File: config.mk
export PLATFORM = sky130hd
export DESIGN_NAME = xw_xlat_top
export DESIGN_NICKNAME = d
export VERILOG_FILES = /design/src/rtl/xw_pkg.sv /design/src/rtl/xw_cache.sv /design/src/rtl/xw_walker.sv /design/src/rtl/xw_perm.sv /design/src/rtl/xw_xlat_top.sv
export SDC_FILE = /design/constraint.sdc
export NUM_CORES = 1
export LEC_CHECK = 0
export ABC_CLOCK_PERIOD_IN_PS = 4250
export CAP_MARGIN = 0
export CORE_MARGIN = 4
export CORE_UTILIZATION = 55
export DETAILED_ROUTE_END_ITERATION = 10
export DONT_BUFFER_PORTS = 1
export GPL_ROUTABILITY_DRIVEN = 0
export GPL_TIMING_DRIVEN = 0
export MAX_ROUTING_LAYER = met4
export PLACE_DENSITY_LB_ADDON = 0.1
export SYNTH_ARGS = -nofsm -noshare
export SYNTH_HDL_FRONTEND = slang
export SYNTH_SLANG_ARGS = --single-unit
File: constraint.sdc
create_clock -name clk -period 4.25 [get_ports clk]
set_clock_uncertainty 0.05 [all_clocks]
set_input_delay 0.425 -clock clk [delete_from_list [all_inputs] [get_ports clk]]
set_output_delay 0.425 -clock clk [all_outputs]
set_load 0.05 [all_outputs]
File: src/rtl/xw_pkg.sv
package xw_pkg;

  localparam int XW_AW    = 32;
  localparam int XW_OFS_W = 12;
  localparam int XW_VPN_W = XW_AW - XW_OFS_W;
  localparam int XW_LVL_W = XW_VPN_W / 2;

  localparam int B_PRES = 0;
  localparam int B_WR   = 1;
  localparam int B_USER = 2;
  localparam int B_ACC  = 5;
  localparam int B_DIRTY = 6;

  typedef struct packed {
    logic [XW_VPN_W-1:0] frame;
    logic                user;
    logic                wr;
    logic                present;
  } xlat_ent_t;

  function automatic logic [XW_AW-1:0] dir_slot_addr(
    input logic [XW_VPN_W-1:0] root, input logic [XW_AW-1:0] va);
    return {root, va[XW_AW-1 -: XW_LVL_W], 2'b00};
  endfunction

  function automatic logic [XW_AW-1:0] tbl_slot_addr(
    input logic [XW_AW-1:0] dir_ent, input logic [XW_AW-1:0] va);
    return {dir_ent[XW_AW-1:XW_OFS_W], va[XW_OFS_W +: XW_LVL_W], 2'b00};
  endfunction

  function automatic xlat_ent_t merge_levels(
    input logic [XW_AW-1:0] dir_ent, input logic [XW_AW-1:0] tbl_ent);
    xlat_ent_t m;
    m.frame   = tbl_ent[XW_AW-1:XW_OFS_W];
    m.present = tbl_ent[B_PRES];
    m.wr      = tbl_ent[B_WR] & dir_ent[B_WR];
    m.user    = tbl_ent[B_USER] & dir_ent[B_USER];
    return m;
  endfunction

  function automatic logic [1:0] eff_priv(input logic [1:0] cpl, input logic v86);
    return v86 ? 2'd3 : cpl;
  endfunction

  function automatic logic page_fault(
    input xlat_ent_t e, input logic is_wr, input logic [1:0] priv, input logic wp);
    return !e.present || (!e.user && (priv != 2'd0)) || (is_wr && wp && !e.wr);
  endfunction

endpackage

File: src/rtl/xw_cache.sv
module xw_cache
  import xw_pkg::*;
#(
  parameter int DEPTH = 16
) (
  input  logic                clk,
  input  logic                rst_n,
  input  logic                flush,
  input  logic [XW_VPN_W-1:0] lk_vpn,
  output logic                lk_hit,
  output xlat_ent_t           lk_ent,
  input  logic                fill_en,
  input  logic [XW_VPN_W-1:0] fill_vpn,
  input  xlat_ent_t           fill_ent
);
  localparam int IDX_W = $clog2(DEPTH);
  localparam int TAG_W = XW_VPN_W - IDX_W;

  logic             vld   [DEPTH];
  logic [TAG_W-1:0] tag_r [DEPTH];
  xlat_ent_t        ent_r [DEPTH];

  logic [IDX_W-1:0] lk_idx, fill_idx;
  logic [TAG_W-1:0] lk_tag, fill_tag;

  assign lk_idx   = lk_vpn[IDX_W-1:0];
  assign lk_tag   = lk_vpn[XW_VPN_W-1:IDX_W];
  assign fill_idx = fill_vpn[IDX_W-1:0];
  assign fill_tag = fill_vpn[XW_VPN_W-1:IDX_W];

  for (genvar s = 0; s < DEPTH; s++) begin : g_slot
    always_ff @(posedge clk or negedge rst_n) begin
      if (!rst_n) begin
        vld[s]   <= 1'b0;
        tag_r[s] <= '0;
        ent_r[s] <= '0;
      end else if (flush) begin
        vld[s] <= 1'b0;
      end else if (fill_en && (fill_idx == IDX_W'(s))) begin
        vld[s]   <= 1'b1;
        tag_r[s] <= fill_tag;
        ent_r[s] <= fill_ent;
      end
    end
  end

  assign lk_hit = vld[lk_idx] && (tag_r[lk_idx] == lk_tag);
  assign lk_ent = ent_r[lk_idx];

endmodule

File: src/rtl/xw_walker.sv
module xw_walker
  import xw_pkg::*;
(
  input  logic                clk,
  input  logic                rst_n,
  input  logic                start,
  input  logic [XW_AW-1:0]    va,
  input  logic                is_wr,
  input  logic [XW_VPN_W-1:0] root,
  output logic                mem_valid,
  output logic                mem_write,
  output logic [XW_AW-1:0]    mem_addr,
  output logic [XW_AW-1:0]    mem_wdata,
  input  logic                mem_ready,
  input  logic [XW_AW-1:0]    mem_rdata,
  output logic                done,
  output logic                done_fill,
  output xlat_ent_t           done_ent
);
  typedef enum logic [2:0] {
    W_IDLE, W_RD_DIR, W_WB_DIR, W_RD_TBL, W_WB_TBL, W_DONE
  } wst_e;

  wst_e                st;
  logic [XW_AW-1:0]    va_q, dir_q, tbl_q;
  logic                wr_q;
  logic [XW_VPN_W-1:0] root_q;
  logic [XW_AW-1:0]    tbl_upd;

  assign tbl_upd = mem_rdata | (XW_AW'(1) << B_ACC) | (wr_q ? (XW_AW'(1) << B_DIRTY) : '0);

  always_ff @(posedge clk or negedge rst_n) begin
    if (!rst_n) begin
      st        <= W_IDLE;
      va_q      <= '0;
      wr_q      <= 1'b0;
      root_q    <= '0;
      dir_q     <= '0;
      tbl_q     <= '0;
      done_ent  <= '0;
      done_fill <= 1'b0;
    end else begin
      case (st)
        W_IDLE: if (start) begin
          va_q   <= va;
          wr_q   <= is_wr;
          root_q <= root;
          st     <= W_RD_DIR;
        end
        W_RD_DIR: if (mem_ready) begin
          dir_q <= mem_rdata | (XW_AW'(1) << B_ACC);
          if (!mem_rdata[B_PRES]) begin
            done_ent  <= '0;
            done_fill <= 1'b0;
            st        <= W_DONE;
          end else if (!mem_rdata[B_ACC]) begin
            st <= W_WB_DIR;
          end else begin
            st <= W_RD_TBL;
          end
        end
        W_WB_DIR: if (mem_ready) st <= W_RD_TBL;
        W_RD_TBL: if (mem_ready) begin
          tbl_q <= tbl_upd;
          if (!mem_rdata[B_PRES]) begin
            done_ent  <= '0;
            done_fill <= 1'b0;
            st        <= W_DONE;
          end else if (tbl_upd != mem_rdata) begin
            st <= W_WB_TBL;
          end else begin
            done_ent  <= merge_levels(dir_q, tbl_upd);
            done_fill <= 1'b1;
            st        <= W_DONE;
          end
        end
        W_WB_TBL: if (mem_ready) begin
          done_ent  <= merge_levels(dir_q, tbl_q);
          done_fill <= 1'b1;
          st        <= W_DONE;
        end
        default: st <= W_IDLE;
      endcase
    end
  end

  always_comb begin
    mem_valid = 1'b0;
    mem_write = 1'b0;
    mem_addr  = tbl_slot_addr(dir_q, va_q);
    mem_wdata = tbl_q;
    case (st)
      W_RD_DIR: begin mem_valid = 1'b1; mem_addr = dir_slot_addr(root_q, va_q); end
      W_WB_DIR: begin
        mem_valid = 1'b1; mem_write = 1'b1;
        mem_addr  = dir_slot_addr(root_q, va_q);
        mem_wdata = dir_q;
      end
      W_RD_TBL: mem_valid = 1'b1;
      W_WB_TBL: begin mem_valid = 1'b1; mem_write = 1'b1; end
      default: ;
    endcase
  end

  assign done = (st == W_DONE);

endmodule

File: src/rtl/xw_perm.sv
module xw_perm
  import xw_pkg::*;
(
  input  xlat_ent_t        ent,
  input  logic [XW_AW-1:0] va,
  input  logic             is_wr,
  input  logic [1:0]       cpl,
  input  logic             v86,
  input  logic             wp,
  input  logic             pass,
  output logic [XW_AW-1:0] paddr,
  output logic             fault,
  output logic [2:0]       err
);
  always_comb begin
    if (pass) begin
      paddr = va;
      fault = 1'b0;
      err   = 3'd0;
    end else begin
      paddr = {ent.frame, va[XW_OFS_W-1:0]};
      fault = page_fault(ent, is_wr, eff_priv(cpl, v86), wp);
      err   = {ent.user, ent.wr, ent.present};
    end
  end
endmodule

File: src/rtl/xw_xlat_top.sv
module xw_xlat_top
  import xw_pkg::*;
#(
  parameter int CACHE_DEPTH = 16
) (
  input  logic                clk,
  input  logic                rst_n,
  input  logic                flush,
  input  logic                pg_en,
  input  logic                wp_en,
  input  logic [XW_VPN_W-1:0] pt_root_frame,
  input  logic                req_valid,
  output logic                req_ready,
  input  logic [XW_AW-1:0]    req_addr,
  input  logic                req_write,
  input  logic [1:0]          req_cpl,
  input  logic                req_v86,
  output logic                resp_valid,
  output logic [XW_AW-1:0]    resp_paddr,
  output logic                resp_fault,
  output logic [2:0]          resp_err,
  output logic                mem_valid,
  output logic                mem_write,
  output logic [XW_AW-1:0]    mem_addr,
  output logic [XW_AW-1:0]    mem_wdata,
  input  logic                mem_ready,
  input  logic [XW_AW-1:0]    mem_rdata
);
  typedef enum logic [1:0] {T_IDLE, T_WALK, T_RESP} tst_e;

  tst_e             st;
  logic [XW_AW-1:0] va_q;
  logic             wr_q, v86_q, wp_q, pass_q;
  logic [1:0]       cpl_q;
  xlat_ent_t        ent_q;

  logic      lk_hit, walk_done, walk_fill;
  xlat_ent_t lk_ent, walk_ent;

  logic evt_accept, evt_hit, evt_miss, evt_fill;

  assign req_ready  = (st == T_IDLE);
  assign evt_accept = req_valid && req_ready;
  assign evt_hit    = evt_accept && pg_en && lk_hit;
  assign evt_miss   = evt_accept && pg_en && !lk_hit;
  assign evt_fill   = walk_done && walk_fill;

  xw_cache #(.DEPTH(CACHE_DEPTH)) u_cache (
    .clk(clk), .rst_n(rst_n), .flush(flush),
    .lk_vpn(req_addr[XW_AW-1:XW_OFS_W]), .lk_hit(lk_hit), .lk_ent(lk_ent),
    .fill_en(evt_fill), .fill_vpn(va_q[XW_AW-1:XW_OFS_W]), .fill_ent(walk_ent)
  );

  xw_walker u_walk (
    .clk(clk), .rst_n(rst_n), .start(evt_miss), .va(req_addr), .is_wr(req_write),
    .root(pt_root_frame), .mem_valid(mem_valid), .mem_write(mem_write),
    .mem_addr(mem_addr), .mem_wdata(mem_wdata), .mem_ready(mem_ready),
    .mem_rdata(mem_rdata), .done(walk_done), .done_fill(walk_fill), .done_ent(walk_ent)
  );

  xw_perm u_perm (
    .ent(ent_q), .va(va_q), .is_wr(wr_q), .cpl(cpl_q), .v86(v86_q), .wp(wp_q),
    .pass(pass_q), .paddr(resp_paddr), .fault(resp_fault), .err(resp_err)
  );

  always_ff @(posedge clk or negedge rst_n) begin
    if (!rst_n) begin
      st     <= T_IDLE;
      va_q   <= '0;
      wr_q   <= 1'b0;
      cpl_q  <= 2'd0;
      v86_q  <= 1'b0;
      wp_q   <= 1'b0;
      pass_q <= 1'b0;
      ent_q  <= '0;
    end else begin
      case (st)
        T_IDLE: if (evt_accept) begin
          va_q   <= req_addr;
          wr_q   <= req_write;
          cpl_q  <= req_cpl;
          v86_q  <= req_v86;
          wp_q   <= wp_en;
          pass_q <= !pg_en;
          if (evt_hit) ent_q <= lk_ent;
          st <= evt_miss ? T_WALK : T_RESP;
        end
        T_WALK: if (walk_done) begin
          ent_q <= walk_ent;
          st    <= T_RESP;
        end
        default: st <= T_IDLE;
      endcase
    end
  end

  assign resp_valid = (st == T_RESP);

endmodule

==> results.json <==
{
  "syn_inst": 2420,
  "p_switching_uw": 8890,
  "syn_avg_cell_area_sq_um": 15.6,
  "postLayoutCoreUtil": 0.634,
  "startpoint_type": "input pin",
  "post-dp-hpwl_um": 69200,
  "min_path_type": "input pin to async pin",
  "drive_above_1_share": 0.468,
  "first_iter_violations": 2043,
  "grt_util_met3": 0.0535,
  "regArea_sq_mm": 0.0209,
  "setup_viol_count_final": 0,
  "endpoint": "ent_q[12]",
  "numClockSinks": 835,
  "use_met1": 0.399,
  "rsz0062_at_grt": "no",
  "drt-total-wl_um": 108000,
  "htree_levels": 3,
  "seqPwrFrac": 0.410,
  "row_count": 95,
  "drc": 0,
  "multi_input_area_sq_mm": 0.0160,
  "swShare": 0.361,
  "busiest_layer": "met2",
  "fillers": 5042,
  "whs_ns": -0.561,
  "start_util": 0.559,
  "syn_area_sq_mm": 0.0378,
  "crit_chain": "buf_6, buf_8, buf_12, clkbuf_1, clkdlybuf4s15_1, clkbuf_1, mux4_2, mux4_2, mux2_2, mux2_4",
  "cp_max_fo": 10,
  "clockPowerShare": 0.328,
  "routed_via_density": 6.33,
  "areaGrowthSynthToFinish_pct": 13.4,
  "routedWlPerCell_um": 30.4,
  "fin_tns_setup_ns": 0,
  "leakage_uw": 0.0202,
  "slowest_delay_ns": 0.83,
  "worst_pin_slew_ns": 5.09,
  "crit_start": "req_addr[13]",
  "peakVddDrop_mv": 0.557,
  "cp-end-kind": "register",
  "synth-async-reset-ratio": 1.00,
  "max_slew_margin": -2.39,
  "crit_type": "input pin to register",
  "reg2reg_to": "u_cache.tag_r[188]",
  "cp_num_buf_inv": 6,
  "grt_overflow": 0,
  "finalPower_uw": 24600,
  "fin_ws_ns": 0.0208,
  "dp_slack_ns": -0.690,
  "ys_ff_latch": 835,
  "fp.dieH_um": 270,
  "core_sq_mm": 0.0676,
  "power_density_mw_per_mm2": 574,
  "status": "finished, violations left",
  "die_w_um": 270,
  "synth_edf_count": 0,
  "grt_pass1_wl_um": 161000,
  "clk_path_buf_depth": 3,
  "violations": "hold timing, slew limit",
  "p_int_uw": 15700,
  "grt_usage": 0.306,
  "crit_required_ns": 4.73,
  "slowest_stage": "clkdlybuf4s15_1",
  "nets": 2695,
  "fmax_mhz": 236,
  "tritoncts": "yes",
  "finalCritPeriodShare": 0.995,
  "drt_first_pass_iters": 7,
  "cts_setup_buffers": 0,
  "use_met2": 0.491,
  "die_area_sq_mm": 0.0730,
  "slew_violations": 691,
  "r2r_cells": 8,
  "grt_pass1_vias": 24003,
  "rr_startpoint": "u_walk.st[0]",
  "vias": 22451,
  "ys.flop_type": "dfrtp_1",
  "clkLatencyLatePin_ns": 0.65,
  "finalHoldViolCount": 252,
  "rrSetupSlack_ns": 0.39,
  "synth_cell_types": 57,
  "grt_antenna_before_repair": 1,
  "drv_cap": 0,
  "cp.depth": 10,
  "yosys_warnings": 0,
  "grt_max_degree": 836,
  "arrival_ns": 4.71,
  "final_common_cell": "mux2_2",
  "power_frac_comb": 0.261,
  "cts_buffers": 90,
  "postCtsHoldBufs": 87,
  "ant_nets": 0,
  "cts_root_buf": "clkbuf_16",
  "io_buffer_count": 0,
  "clkSlewWorstSetupHoldPaths_ns": 0.06,
  "critPathTopFamily": "buffers and inverters",
  "final_cell_mix": "868 x mux2_2, 835 x dfrtp_1, 167 x mux4_2, 128 x clkbuf_1, 92 x clkbuf_16",
  "seq_area_frac_synth": 0.553,
  "period_minus_slack_ns": 4.23,
  "io-pin-count": 199
}
==> layout make-up <==
cell class,count,share of cell area
sequential,835,0.487
multi-input combinational,1377,0.373
clock buffer,133,0.0622
tap,873,0.0255
buffer,195,0.0208
timing repair buffer,87,0.0203
clock inverter,30,0.00913
inverter,14,0.00123
antenna,4,0.000233
==> state kept, by name, summed over array words and instances, names as in the netlist <==
signal	flops
wr_q	1
pass_q	1
u_walk.root_q	20
ent_q	23
u_walk.va_q	20
v86_q	1
va_q	32
u_cache.ent_r	368
u_walk.st	3
wp_q	1
u_cache.tag_r	256
u_cache.vld	16
u_walk.done_ent	23
cpl_q	2
u_walk.done_fill	1
u_walk.tbl_q	32
u_walk.dir_q	32
st	2
u_walk.wr_q	1
==> worst register-to-register path, cell delays in order, from the launching register on <==
cell and delay, ns:
dfrtp_1 0.32, clkbuf_1 0.33, inv_1 0.16, nor3b_2 0.53, nand2_1 0.17, or3_1 0.40
nor2_1 0.49, buf_1 0.85, mux2_2 0.43
==> power groups by stage <==
| stage | Clock [uW] | Sequential [uW] | Combinational (uW) |
|---|---|---|---|
| global placement | 0 | 10100 | 6250 |
| floorplan | 0 | 9820 | 5140 |
| detailed placement | 0 | 10200 | 6340 |
| finish | 8080 | 10100 | 6440 |
| CTS | 8180 | 10100 | 6450 |
| global route | 8530 | 10200 | 6710 |
==> through the flow <==
step	cell area [sq um]	instances
floorplan	37800	2421
global placement	38900	3294
detailed placement	38900	3294
CTS	42800	3544
global route	42900	3546
finish	42900	3548
==> what timing repair did <==
item | CTS | global route
setup endpoints to repair | 2 | 92
gates resized for setup | 1 | 10
endpoints found under the hold margin | 981 | 835
==> layer usage <==
layer | up-vias | wire length, um
met3 | 220 | 6180
met4 | 0 | 4260
met2 | 720 | 52700
met1 | 12178 | 44700
met5 | - | 0
li1 | 9333 | -
==> cells in the mapped netlist, types with 2 or more instances <==
cell type / count / share of area
a21oi_1: 4 / 0.00053
a21o_1: 12 / 0.0024
nand4_1: 4 / 0.00066
or3_1: 3 / 0.00050
a211oi_1: 3 / 0.00060
nor2_1: 31 / 0.0031
o22ai_1: 5 / 0.00083
buf_4: 11 / 0.0022
buf_6: 8 / 0.0024
nor2b_1: 6 / 0.00099
o21ai_0: 39 / 0.0052
nand2b_1: 5 / 0.00083
and2_1: 2 / 0.00033
mux2_2: 868 / 0.26
or4_1: 3 / 0.00060
xnor2_1: 16 / 0.0037
and3_1: 2 / 0.00033
inv_1: 13 / 0.0013
buf_1: 46 / 0.0046
clkbuf_1: 112 / 0.011
nand3_1: 5 / 0.00066
a22o_1: 3 / 0.00069
nor3_1: 4 / 0.00053
o211ai_1: 2 / 0.00040
nor3b_1: 4 / 0.00079
buf_2: 16 / 0.0021
mux4_2: 167 / 0.099
mux2i_1: 52 / 0.014
nand2_1: 51 / 0.0051
mux2_4: 20 / 0.0079
o41ai_1: 2 / 0.00046
mux2_1: 5 / 0.0015
xor2_1: 7 / 0.0016
a22oi_1: 24 / 0.0048
nor4_1: 2 / 0.00033
a221oi_1: 7 / 0.0016
dfrtp_1: 835 / 0.55
or2_2: 2 / 0.00033
==> worst min-delay path by stage <==
stage               cells past startpoint   from                 end  slack [ns]
floorplan                               0  rst_n            cpl_q[0]        0.08
global route                            0  rst_n  u_cache.tag_r[125]       -0.59
detailed placement                      0  rst_n   u_cache.tag_r[93]        0.11
CTS                                     0  rst_n   u_cache.tag_r[93]       -0.58
global placement                        0  rst_n   u_cache.tag_r[93]        0.11
finish                                  0  rst_n  u_cache.tag_r[125]       -0.56
==> logic make-up (layout without fill, tap and decap cells) <==
family	Yosys count	in the layout	synth area share
multiplexers	1112	1112	0.381
AO/OA/AOI/OAI	112	112	0.0203
XOR/XNOR	23	23	0.00533
buffers and inverters	209	459	0.0247
other	1	6	0.0000992
flip-flops	835	835	0.553
AND/OR/NAND/NOR	128	128	0.0159
No activity file was read; power rests on OpenSTA's default activity.
